`src/rtl/fcs_pkg.sv`:
```
package fcs_pkg;

    typedef enum logic {
        MODE_ARRAY,
        MODE_STATUS
    } rd_mode_e;

    typedef enum logic [1:0] {
        PEND_NONE,
        PEND_PROG,
        PEND_ERASE
    } pend_e;

    typedef enum logic [1:0] {
        OP_NONE,
        OP_PROG,
        OP_ERASE_ALL,
        OP_ERASE_BLK
    } op_e;

    typedef struct packed {
        logic sr5;
        logic sr4;
        logic sr1;
    } err_t;

    localparam logic [7:0] CMD_READ_ARRAY  = 8'hFF;
    localparam logic [7:0] CMD_READ_STATUS = 8'h70;
    localparam logic [7:0] CMD_CLEAR_ERR   = 8'h50;
    localparam logic [7:0] CMD_PROGRAM     = 8'h40;
    localparam logic [7:0] CMD_ERASE       = 8'h20;
    localparam logic [7:0] CMD_ERASE_BLK   = 8'hD0;

    function automatic logic [7:0] pack_status(input logic busy, input err_t e);
        return {~busy, 1'b0, e.sr5, e.sr4, 2'b00, e.sr1, 1'b0};
    endfunction

endpackage

```
`src/rtl/fcs_busy_timer.sv`:
```
module fcs_busy_timer #(
    parameter int CYCLES = 16
) (
    input  logic clk,
    input  logic rst,
    input  logic start,
    output logic busy,
    output logic done
);
    localparam int CW = $clog2(CYCLES + 1);

    logic [CW-1:0] cnt;

    always_ff @(posedge clk) begin
        if (rst) begin
            cnt <= '0;
        end else if (start) begin
            cnt <= CW'(CYCLES);
        end else if (cnt != '0) begin
            cnt <= cnt - 1'b1;
        end
    end

    assign busy = (cnt != '0);
    assign done = (cnt == CW'(1));

endmodule

```
`src/rtl/fcs_array.sv`:
```
module fcs_array
    import fcs_pkg::*;
#(
    parameter int ADDR_W = 6,
    parameter int BLK_W  = 4
) (
    input  logic              clk,
    input  logic              rst,
    input  op_e               op,
    input  logic [ADDR_W-1:0] op_addr,
    input  logic [7:0]        op_data,
    input  logic [ADDR_W-1:0] rd_addr,
    output logic [7:0]        rd_data,
    output logic              verify_fail
);
    localparam int DEPTH = 1 << ADDR_W;

    logic [7:0]       mem [DEPTH];
    logic [DEPTH-1:0] wipe;

    // Per-byte erase hit: whole array, or the addressed block only.
    for (genvar g = 0; g < DEPTH; g++) begin : g_wipe
        localparam logic [ADDR_W-1:0] IDX = ADDR_W'(g);
        assign wipe[g] = (op == OP_ERASE_ALL) ||
                         ((op == OP_ERASE_BLK) &&
                          (IDX[ADDR_W-1:BLK_W] == op_addr[ADDR_W-1:BLK_W]));
    end

    always_ff @(posedge clk) begin
        for (int i = 0; i < DEPTH; i++) begin
            if (rst || wipe[i]) begin
                mem[i] <= 8'hFF;
            end else if ((op == OP_PROG) && (op_addr == ADDR_W'(i))) begin
                mem[i] <= mem[i] & op_data;
            end
        end
    end

    assign rd_data     = mem[rd_addr];
    // Cells only move toward 0: the result differs when data needs a 0->1.
    assign verify_fail = ((mem[op_addr] & op_data) != op_data);

endmodule

```
`src/rtl/fcs_ctrl.sv`:
```
module fcs_ctrl
    import fcs_pkg::*;
#(
    parameter int ADDR_W = 6
) (
    input  logic              clk,
    input  logic              rst,
    input  logic              rewrite_en,
    input  logic              bus_we,
    input  logic [ADDR_W-1:0] bus_addr,
    input  logic [7:0]        bus_wdata,
    input  logic              busy,
    input  logic              done,
    input  logic              verify_fail,
    output rd_mode_e          mode,
    output pend_e             pend,
    output err_t              err,
    output logic              start,
    output op_e               apply_op,
    output logic [ADDR_W-1:0] job_addr,
    output logic [7:0]        job_data
);
    op_e  job_op;
    logic accept;
    logic erase_ok;

    assign accept   = bus_we && rewrite_en && !busy;
    assign erase_ok = (bus_wdata == CMD_ERASE) || (bus_wdata == CMD_ERASE_BLK);
    assign start    = accept && ((pend == PEND_PROG) || ((pend == PEND_ERASE) && erase_ok));
    assign apply_op = done ? job_op : OP_NONE;

    always_ff @(posedge clk) begin
        if (rst) begin
            mode     <= MODE_ARRAY;
            pend     <= PEND_NONE;
            err      <= '0;
            job_op   <= OP_NONE;
            job_addr <= '0;
            job_data <= '0;
        end else begin
            if (done && (job_op == OP_PROG) && verify_fail) begin
                err.sr4 <= 1'b1;
            end
            if (accept) begin
                unique case (pend)
                    PEND_PROG: begin
                        job_op   <= OP_PROG;
                        job_addr <= bus_addr;
                        job_data <= bus_wdata;
                        mode     <= MODE_STATUS;
                        pend     <= PEND_NONE;
                    end
                    PEND_ERASE: begin
                        mode     <= MODE_STATUS;
                        pend     <= PEND_NONE;
                        job_addr <= bus_addr;
                        if (bus_wdata == CMD_ERASE) begin
                            job_op <= OP_ERASE_ALL;
                        end else if (bus_wdata == CMD_ERASE_BLK) begin
                            job_op <= OP_ERASE_BLK;
                        end else begin
                            err.sr4 <= 1'b1;
                            err.sr5 <= 1'b1;
                        end
                    end
                    default: begin
                        unique case (bus_wdata)
                            CMD_READ_ARRAY:  mode <= MODE_ARRAY;
                            CMD_READ_STATUS: mode <= MODE_STATUS;
                            CMD_CLEAR_ERR:   err  <= '0;
                            CMD_PROGRAM:     pend <= PEND_PROG;
                            CMD_ERASE:       pend <= PEND_ERASE;
                            default: ;
                        endcase
                    end
                endcase
            end
        end
    end

endmodule

```
`src/rtl/flash_cmd_seq.sv`:
```
module flash_cmd_seq
    import fcs_pkg::*;
#(
    parameter int ADDR_W      = 6,
    parameter int BLK_W       = 4,
    parameter int BUSY_CYCLES = 16
) (
    input  logic              clk,
    input  logic              rst,
    input  logic              rewrite_en,
    input  logic              bus_we,
    input  logic [ADDR_W-1:0] bus_addr,
    input  logic [7:0]        bus_wdata,
    output logic [7:0]        bus_rdata,
    output logic              ready
);
    rd_mode_e          rd_mode;
    pend_e             pend;
    err_t              err_flags;
    logic              job_start;
    logic              tmr_busy;
    logic              tmr_done;
    logic              verify_fail;
    op_e               apply_op;
    logic [ADDR_W-1:0] job_addr;
    logic [7:0]        job_data;
    logic [7:0]        arr_rdata;

    fcs_ctrl #(.ADDR_W(ADDR_W)) u_ctrl (
        .clk        (clk),
        .rst        (rst),
        .rewrite_en (rewrite_en),
        .bus_we     (bus_we),
        .bus_addr   (bus_addr),
        .bus_wdata  (bus_wdata),
        .busy       (tmr_busy),
        .done       (tmr_done),
        .verify_fail(verify_fail),
        .mode       (rd_mode),
        .pend       (pend),
        .err        (err_flags),
        .start      (job_start),
        .apply_op   (apply_op),
        .job_addr   (job_addr),
        .job_data   (job_data)
    );

    fcs_busy_timer #(.CYCLES(BUSY_CYCLES)) u_timer (
        .clk  (clk),
        .rst  (rst),
        .start(job_start),
        .busy (tmr_busy),
        .done (tmr_done)
    );

    fcs_array #(.ADDR_W(ADDR_W), .BLK_W(BLK_W)) u_array (
        .clk        (clk),
        .rst        (rst),
        .op         (apply_op),
        .op_addr    (job_addr),
        .op_data    (job_data),
        .rd_addr    (bus_addr),
        .rd_data    (arr_rdata),
        .verify_fail(verify_fail)
    );

    assign bus_rdata = (rd_mode == MODE_STATUS) ? pack_status(tmr_busy, err_flags) : arr_rdata;
    assign ready     = ~tmr_busy;

endmodule

```
`config.mk`:
```
export PLATFORM = sky130hd
export DESIGN_NAME = flash_cmd_seq
export DESIGN_NICKNAME = d
export VERILOG_FILES = /design/src/rtl/fcs_pkg.sv /design/src/rtl/fcs_busy_timer.sv /design/src/rtl/fcs_array.sv /design/src/rtl/fcs_ctrl.sv /design/src/rtl/flash_cmd_seq.sv
export SDC_FILE = /design/constraint.sdc
export NUM_CORES = 1
export LEC_CHECK = 0
export BUFFER_PORTS_ARGS = -buffer_cell sky130_fd_sc_hd__buf_2
export CORE_ASPECT_RATIO = 2
export CORE_MARGIN = 8
export CORE_UTILIZATION = 60
export CTS_BUF_LIST = sky130_fd_sc_hd__clkbuf_16
export CTS_CLUSTER_DIAMETER = 30
export DETAILED_ROUTE_END_ITERATION = 16
export PLACE_DENSITY_LB_ADDON = 0.08
export SLEW_MARGIN = 40
export SYNTH_ARGS = -nofsm -noshare
export SYNTH_HDL_FRONTEND = slang
export SYNTH_SLANG_ARGS = --single-unit
```
`constraint.sdc`:
```
create_clock -name clk -period 8.75 [get_ports clk]
set_input_delay 1.75 -clock clk [delete_from_list [all_inputs] [get_ports clk]]
set_output_delay 1.75 -clock clk [all_outputs]
set_load 0.03 [all_outputs]
```
* After elaboration in Yosys (flattened, before gate mapping)
Memories as Yosys holds them, arrays and structs flattened. A register that Yosys moved wholly into a read port is not among the register bits. Index checks and enable logic that the tools add are counted.
Storage, ports and cells: word-level logic and storage cells 610, memory bits (writable) 512, flip-flop bits (word level) 26, output and inout bits 9, memories kept 1
Memories:
- u_array.mem | depth 64, width 8, read ports 66, clocked after memory_dff 1, wr ports 64, line fcs_array.sv:18 | logic [7:0] mem [DEPTH];
Operators by class: bitwise logic cells 131, mux-type cells 284, equal/unequal tests 83, reductions and logical operators 101, $add $sub $neg 1
Operators by type and width (number):
- 8-bit bitwise AND | 65
- 8-bit 2-to-1 mux | 65
- 1-bit 2-to-1 mux | 203
- 6-bit == test, second input constant | 32
- 6-bit by 5-bit == test with 1-bit output, second input constant | 16
- 1-bit logical AND | 74
- 1-bit OR | 64
- 6-bit by 4-bit == test with 1-bit output, second input constant | 8
- 6-bit by 3-bit == test with 1-bit output, second input constant | 4
- 8-bit by 7-bit == test with 1-bit output, second input constant | 3
- 8-bit == test, second input constant | 2
- 2-bit 2-to-1 mux | 7
- 6-bit by 2-bit == test with 1-bit output, second input constant | 2
- 6-bit 2-to-1 mux | 2
- 2-bit one-hot mux with 2 select lines | 3
- 1-bit logical OR | 10
- 5-bit 2-to-1 mux | 2
- 8-bit by 6-bit == test with 1-bit output, second input constant | 1
- 8-bit inequality test | 1
- 2-bit AND reduction | 4
- 2-bit by 1-bit == test with 1-bit output, second input constant | 3
- 2-bit == test, second input constant | 3
- 6-bit by 1-bit == test with 1-bit output, second input constant | 1
- 6-bit logical NOT | 1
- 17 further kinds | 24

* Logic depth before layout (Yosys ltp)
Gate-level depths: netlist of run 1.
depth in word-level cells 9, depth in mapped cells 11

* Hierarchy
Synthesis of run 1 repeated with hierarchy kept, for this count alone.
Second synthesis, totals: cells, all modules 2352, area, all modules 30051.3 µm²
Modules (own cells, without submodules):
- fcs_array | cells each 2193, area each 28715.0 µm², instances 1, sequential area each 15374.7 µm²
- fcs_ctrl | cells each 123, area each 982.2 µm², instances 1, sequential area each 420.4 µm²
- fcs_busy_timer | cells each 26, area each 244.0 µm², instances 1, sequential area each 100.1 µm²
- flash_cmd_seq | cells each 10, area each 110.1 µm², instances 1, sequential area each 0.0 µm²

* Least setup slack after synthesis of run 1
No wires, ideal clock.
path type input to output, start point input port bus_addr[0], end point output port bus_rdata[4], data arrival time 4.068 ns, slack 2.932 ns, stages on the path 5, required time 7.000 ns, cell sequence buf_1 mux4_2 mux4_2 mux4_2 mux2_2
Between the ends: cells in the longest elaborated chain, start to end 2
RTL lines:
- start, declared | line flash_cmd_seq.sv:12 | input logic [ADDR_W-1:0] bus_addr,
- memory read 64 x 8 bit
- 8-bit 2-to-1 mux | line flash_cmd_seq.sv:67 | assign bus_rdata = (rd_mode == MODE_STATUS) ? pack_status(tmr_busy, err_flags) : arr_rdata;
- end, declared | line flash_cmd_seq.sv:14 | output logic [7:0] bus_rdata,
Every way passes these cells.

* Worst setup path after layout of run 1
start point input port bus_addr[0], end point output port bus_rdata[5]
Same word-level chain as after synthesis.

==> impl_metrics.toml, run 1 <==
[run_status]
outcome = "complete, no violations"

[global_routing]
use_met3_pct = 6.919
grt_pass1_vias = 21610
use_met1_pct = 39.41
grt_pass1_wl_um = 147000
track_usage_pct = 34.78
grt_max_degree = 110
busiest_layer = "met2"
antenna_found_initial = 0
grtUsageMet2_pct = 55.50
overflow = 0

[cts]
cts_sinks = 544
ctsLongestPathBuffers = 3
hold_buffers = 0
cts_resized = 0
cts_made_buffers = 68
h-tree-depth = 3
cts_tree = "done"
clkTransAtPathRegs_ns = 0.06
cts-root-buf = "clkbuf_16"
postCtsSetupBuffers = 0
insertion_delay_ns = 0.62

[synth]
synth_top_family_by_area = "multiplexers"
async_flop_share_pct = 0
yosysMostFrequentCell = "nand2_1"
synth.distinct_cells = 47
yosysSeqAreaShare_pct = 53.63
syn_area_per_cell_um2 = 12.57
synth_edf_count = 512
synth_warnings = 0
yosysTopAreaCell = "edfxtp_1"
synth_top_area_share_pct = 51.49
synthTopCellsByArea = "edfxtp_1 51%, mux4_2 22%, nand2_1 10%"
yosys-top-cells-count = "819 x nand2_1, 512 x edfxtp_1, 295 x mux4_2"
synth_nets = 2398
synth-seq-cells = 544
synthMuxAreaShare_pct = 23.82
syn_inst = 2375
syn_area_um2 = 29860
synth_flop_cell = "edfxtp_1"
synth-simple-area-share_pct = 13.57
synth_compound_area_share_pct = 6.185
synth-xor-area-share_pct = 0.08799
synth_fa_ha_area_share_pct = 0.2095

[critical_path]
critPathKind = "primary input to output port"
crit_end = "bus_rdata[5]"
crit_chain = "clkbuf_8 -> buf_4 -> mux4_2 -> mux4_2 -> mux4_2 -> mux2_2 -> buf_2"
r2r_cells = 5
path_max_fanout = 54
worst_setup_path_end_kind = "output port"
cp_common_cell = "mux4_2"
start_kind = "primary input"
crit_start = "bus_addr[0]"
rrSetupSlack_ns = 5.20
r2r_start = "u_timer.cnt[2]"
slowest_delay_ns = 0.58
slowest_stage = "mux4_2"
reg2reg_to = "u_array.mem[29][2]"
crit_arrival_ns = 4.91
crit_required_ns = 7.00

[die]
ioPinCount = 27
fp.coreArea_um2 = 49210
die_area_um2 = 57600
die_x_um = 173.7
start_util_pct = 60.68
fp-row-count = 115
die_h_um = 331.5

[drt]
drc = 0
firstDrtPassIters = 9
via_per_inst = 7.165
wl_per_cell_um = 32.60
ant_nets = 0
via_count = 22050
initialDrtViolationCount = 3203
drt-total-wl_um = 100300

[timing]
worstMarginPinSlew_ns = 0.9344
maxSlewHeadroom_pct = 37.52
final_max_slew_viol_count = 0
clock.fmax_ghz = 0.1502
hold_viol = 0
rsz0062_at_grt = "false"
final.setup_skew_ns = 0.02811
finalSetupTns_ns = 0
period_needed_ns = 6.658
period_share_pct = 76.10
setup_viol_count_final = 0

[layout]
syn_to_final_growth_pct = 11.59
fin_util_pct = 67.72
final_area_um2 = 33320
drive_gt1_share_pct = 22.78
layout.nets = 2400

[placed_design]
portBuffers = 26
dp_hpwl_um = 71180
place_congestion = 0.9770
placed_cell_area_um2 = 30810

[power]
ir_drop_mv = 0.1824
powerDensity_nw_per_um2 = 183.9
leakagePower_nw = 7.907

[job]
cap_viol_max_count = 0

[worst_hold_path]
hp-class = "flip-flop to flip-flop"
==> worst max-delay path: cells and delay by family <==
family	cells	cell delay, ns
muxes	4	1.94
buffers and inverters	3	1.12
==> kinds of logic after synthesis <==
| group | after synthesis |
|---|---|
| AOI/OAI and AO/OA | 280 |
| xor gates and xnor gates | 3 |
| DFF | 544 |
| muxes | 341 |
| adders and majority gates | 5 |
| buffers and inverters | 186 |
| and+or+nand+nor | 1016 |
==> state kept, by name (all words and copies together), names as in the netlist, named ones only <==
name	count
u_ctrl.job_op	2
u_ctrl.err	2
u_ctrl.pend	2
u_array.mem	512
u_timer.cnt	5
u_ctrl.mode	1
u_ctrl.job_data	8
u_ctrl.job_addr	6
==> layout make-up <==
class | count | area [µm²]
tap | 643 | 804.5
multi-input combinational | 1645 | 13180
fill | 3534 | 15890
clock inverter | 56 | 680.7
sequential | 544 | 16040
inverter | 14 | 52.55
clock buffer | 69 | 1727
antenna | 2 | 5.005
timing repair buffer | 104 | 842.1
==> per-stage QoR <==
step	power [W]	hold slack [ns]	instances	setup slack, ns
finish	0.006127	0.4909	3077	2.092
detailed placement	0.003188	0.4741	2947	2.102
global placement	0.003175	0.4679	2942	2.182
CTS	0.006138	0.4855	3072	2.103
global route	0.006252	0.5290	3075	1.965
floorplan	0.003088	0.4506	2375	2.932
==> cell usage in the layout, fill, tap and decap left out, types with 9 or more instances in the layout <==
cell,count
buf_6,10
nor2b_1,16
a21o_1,130
nand2_1,819
buf_2,24
a21oi_1,23
o21ai_0,53
buf_4,63
inv_6,16
nor2_1,82
nand3_1,43
nand4_1,9
mux2i_1,40
inv_1,15
nor3_1,16
a22oi_1,11
dfxtp_1,21
o21ai_2,11
edfxtp_1,512
mux4_2,295
o21ai_1,15
clkbuf_16,69
==> routing by layer <==
metal / vias up / share of wire [%] / wire length (µm)
li1: 8962 / - / -
met5: - / 0 / 0
met3: 415 / 10 / 10370
met2: 1762 / 48 / 48470
met1: 10910 / 31 / 30840
met4: 0 / 11 / 10640
==> power by group <==
group          internal, W  switching [W]
clock network      0.00174        0.00125
registers          0.00284      0.0000125
logic            0.0000881       0.000191
total              0.00467        0.00146
==> worst min path at each step <==
stage	from	to	slack [ns]	depth (start not counted)
final	u_ctrl.job_op[1]	u_ctrl.job_op[1]	0.49	2
after detailed placement	u_ctrl.job_op[1]	u_ctrl.job_op[1]	0.47	2
after CTS	u_ctrl.job_op[1]	u_ctrl.job_op[1]	0.49	2
after global routing	u_ctrl.job_op[1]	u_ctrl.job_op[1]	0.53	2
after global placement	u_ctrl.job_op[1]	u_ctrl.job_op[1]	0.47	2
after floorplan	u_ctrl.job_op[1]	u_ctrl.job_op[1]	0.45	2
(Power assumes the default switching activity.)
==> inputs of run 2 (changes only) <==
clock period = 6.3 ns   (was 8.75 ns; I/O delays follow)
==> run 2 against run 1 <==
  * Die area unchanged
  * Core utilization about the same
  * Combinational power increased by 39%
  * Non-clock buffer count decreased by 1
  * Sequential share of layout area about the same
  * Clock skew increased by 0.0045 ns
  * Critical path depth unchanged
  * Global-route usage increased by 1.3 points
  * Register-to-register slack got worse by 2.8 ns
  * Clock power increased by 37%
==> impl_metrics.toml, run 2 (synthesis gave the netlist of run 1 again) <==
[job]
cap_viol_max_count = 0

[layout]
reg.largest.list = "u_array.mem (512), u_ctrl.job_data (8), u_ctrl.job_addr (6)"
syn_to_final_growth_pct = 11.54
fillers = 3631
largest_register = "u_array.mem"
drive_gt1_share_pct = 22.77
layout.nets = 2402
regArea_um2 = 16040
largest_reg_flops = 512
layout_common_cells = "818 x nand2_1, 512 x edfxtp_1, 295 x mux4_2"
mostFrequentLayoutCell = "nand2_1"
multi_input_area_um2 = 13170

[cts]
hold_buffers = 0
ctsLongestPathBuffers = 3
cts_resized = 0
insertion_delay_ns = 0.62
cts_sinks = 544
cts-root-buf = "clkbuf_16"
clkTransAtPathRegs_ns = 0.06
postCtsSetupBuffers = 0
cts_made_buffers = 71
cts_tree = "done"
h-tree-depth = 3

[die]
fp-row-count = 115
fp.coreArea_um2 = 49210
start_util_pct = 60.68
die_x_um = 173.7
ioPinCount = 27
die_h_um = 331.5
die_area_um2 = 57600

[drt]
wl_per_cell_um = 33.62
via_per_inst = 7.156
initialDrtViolationCount = 3018
firstDrtPassIters = 6
ant_nets = 0
via_count = 22050
drt-total-wl_um = 103600
drc = 0

[placed_design]
pre_cts_ws_ns = 0.9569
place_congestion = 1.026
portBuffers = 26
dp_hpwl_um = 73120

[critical_path]
critPathKind = "primary input to output port"
start_kind = "primary input"
critical_path.top_delay_family = "multiplexers"
crit_arrival_ns = 4.08
cp.buffers_inverters = 3
path_max_fanout = 31
crit_chain = "clkbuf_8 -> buf_12 -> mux4_2 -> mux4_2 -> mux4_2 -> mux2_2 -> buf_2"
crit_required_ns = 5.04
slowest_delay_ns = 0.60
worst_setup_path_end_kind = "output port"
slowest_stage = "mux4_2"
cp_common_cell = "mux4_2"

[timing]
maxSlewHeadroom_pct = 37.26
rsz0062_at_grt = "false"
final_max_slew_viol_count = 0
worstMarginPinSlew_ns = 0.9150
clock.fmax_ghz = 0.1873
setup_viol_count_final = 0
final.setup_skew_ns = 0.03261
hold_viol = 0
period_needed_ns = 5.340
finalSetupTns_ns = 0
fin_ws_ns = 0.9600
period_share_pct = 84.76

[power]
powerDensity_nw_per_um2 = 253.7
total_power_w = 0.008449
leakagePower_nw = 7.907
ir_drop_mv = 0.2493

[global_routing]
grt_max_degree = 69
grt_pass1_vias = 21650
overflow = 0
antenna_found_initial = 0
track_usage_pct = 36.06
grt_pass1_wl_um = 151500

[run_status]
outcome = "complete, no violations"

[worst_hold_path]
hp-class = "flip-flop to flip-flop"
run 2: cell count changes in the layout (fill, tap and decap cells not counted), moves of 3 or more:
| cell | previous run | this run |
|---|---|---|
| nand3_1 | 43 | 38 |
| o21ai_2 | 11 | 6 |
| clkinv_1 | 3 | 7 |
| bufinv_16 | 8 | 4 |
| clkinv_8 | 6 | 10 |
| nand3_2 | 1 | 6 |
| o21ai_1 | 15 | 22 |
| clkinvlp_4 | 7 | 4 |
run 2: per-stage QoR:
stage | area, µm² | instances | util (%) | hold slack [ns]
2_1_floorplan | 29860 | 2375 | - | 0.4506
3_3_place_gp | 30750 | 2944 | 62.48 | 0.4632
3_5_place_dp | 30860 | 2949 | 62.72 | 0.4750
4_1_cts | 33280 | 3080 | 67.62 | 0.4846
5_1_grt | 33300 | 3080 | 67.68 | 0.5023
6_report | 33310 | 3081 | 67.68 | 0.4937
run 2: final timing paths:
kind                    start                 to  slack, ns  depth (start not counted)
max reg2reg    u_timer.cnt[2]  u_array.mem[4][3]       2.39                          6
min reg2reg  u_ctrl.job_op[1]   u_ctrl.job_op[1]       0.49                          2
max               bus_addr[0]       bus_rdata[7]       0.96                          7
min          u_ctrl.job_op[1]   u_ctrl.job_op[1]       0.49                          2
run 2: worst register-to-register path, stage by stage (launching register included):
cell	delay (ns)
dfxtp_1	0.36
nor3_1	0.61
and4b_1	0.65
nand3_2	0.55
nor2_1	0.68
nand3_1	0.51
a21o_1	0.30
run 2: layout make-up:
class                   count  share of cell area [%]
diodes                      1                0.007513
flip-flops and latches    544                   48.16
inverters                  14                  0.1578
clock buffers              71                   5.335
well taps                 643                   2.416
repair buffers            103                   2.487
multi-input cells        1645                   39.53
clock inverters            60                   1.912
run 2: power by group:
| group | internal [W] | total, W | switching [W] |
|---|---|---|---|
| clock network | 0.00233 | 0.00409 | 0.00177 |
| registers | 0.00395 | 0.00397 | 0.0000177 |
| logic | 0.000125 | 0.000389 | 0.000264 |
run 2: metal layers:
metal  track usage [%]  up-vias  wire (µm)  share of wire (%)
met3             8.057      426      10530                 10
met5                 0        -          0                  0
met2             57.40     1704      49700                 48
met4             32.15        0      11350                 11
li1                  -     8972          -                  -
met1             40.23    10950      32000                 31
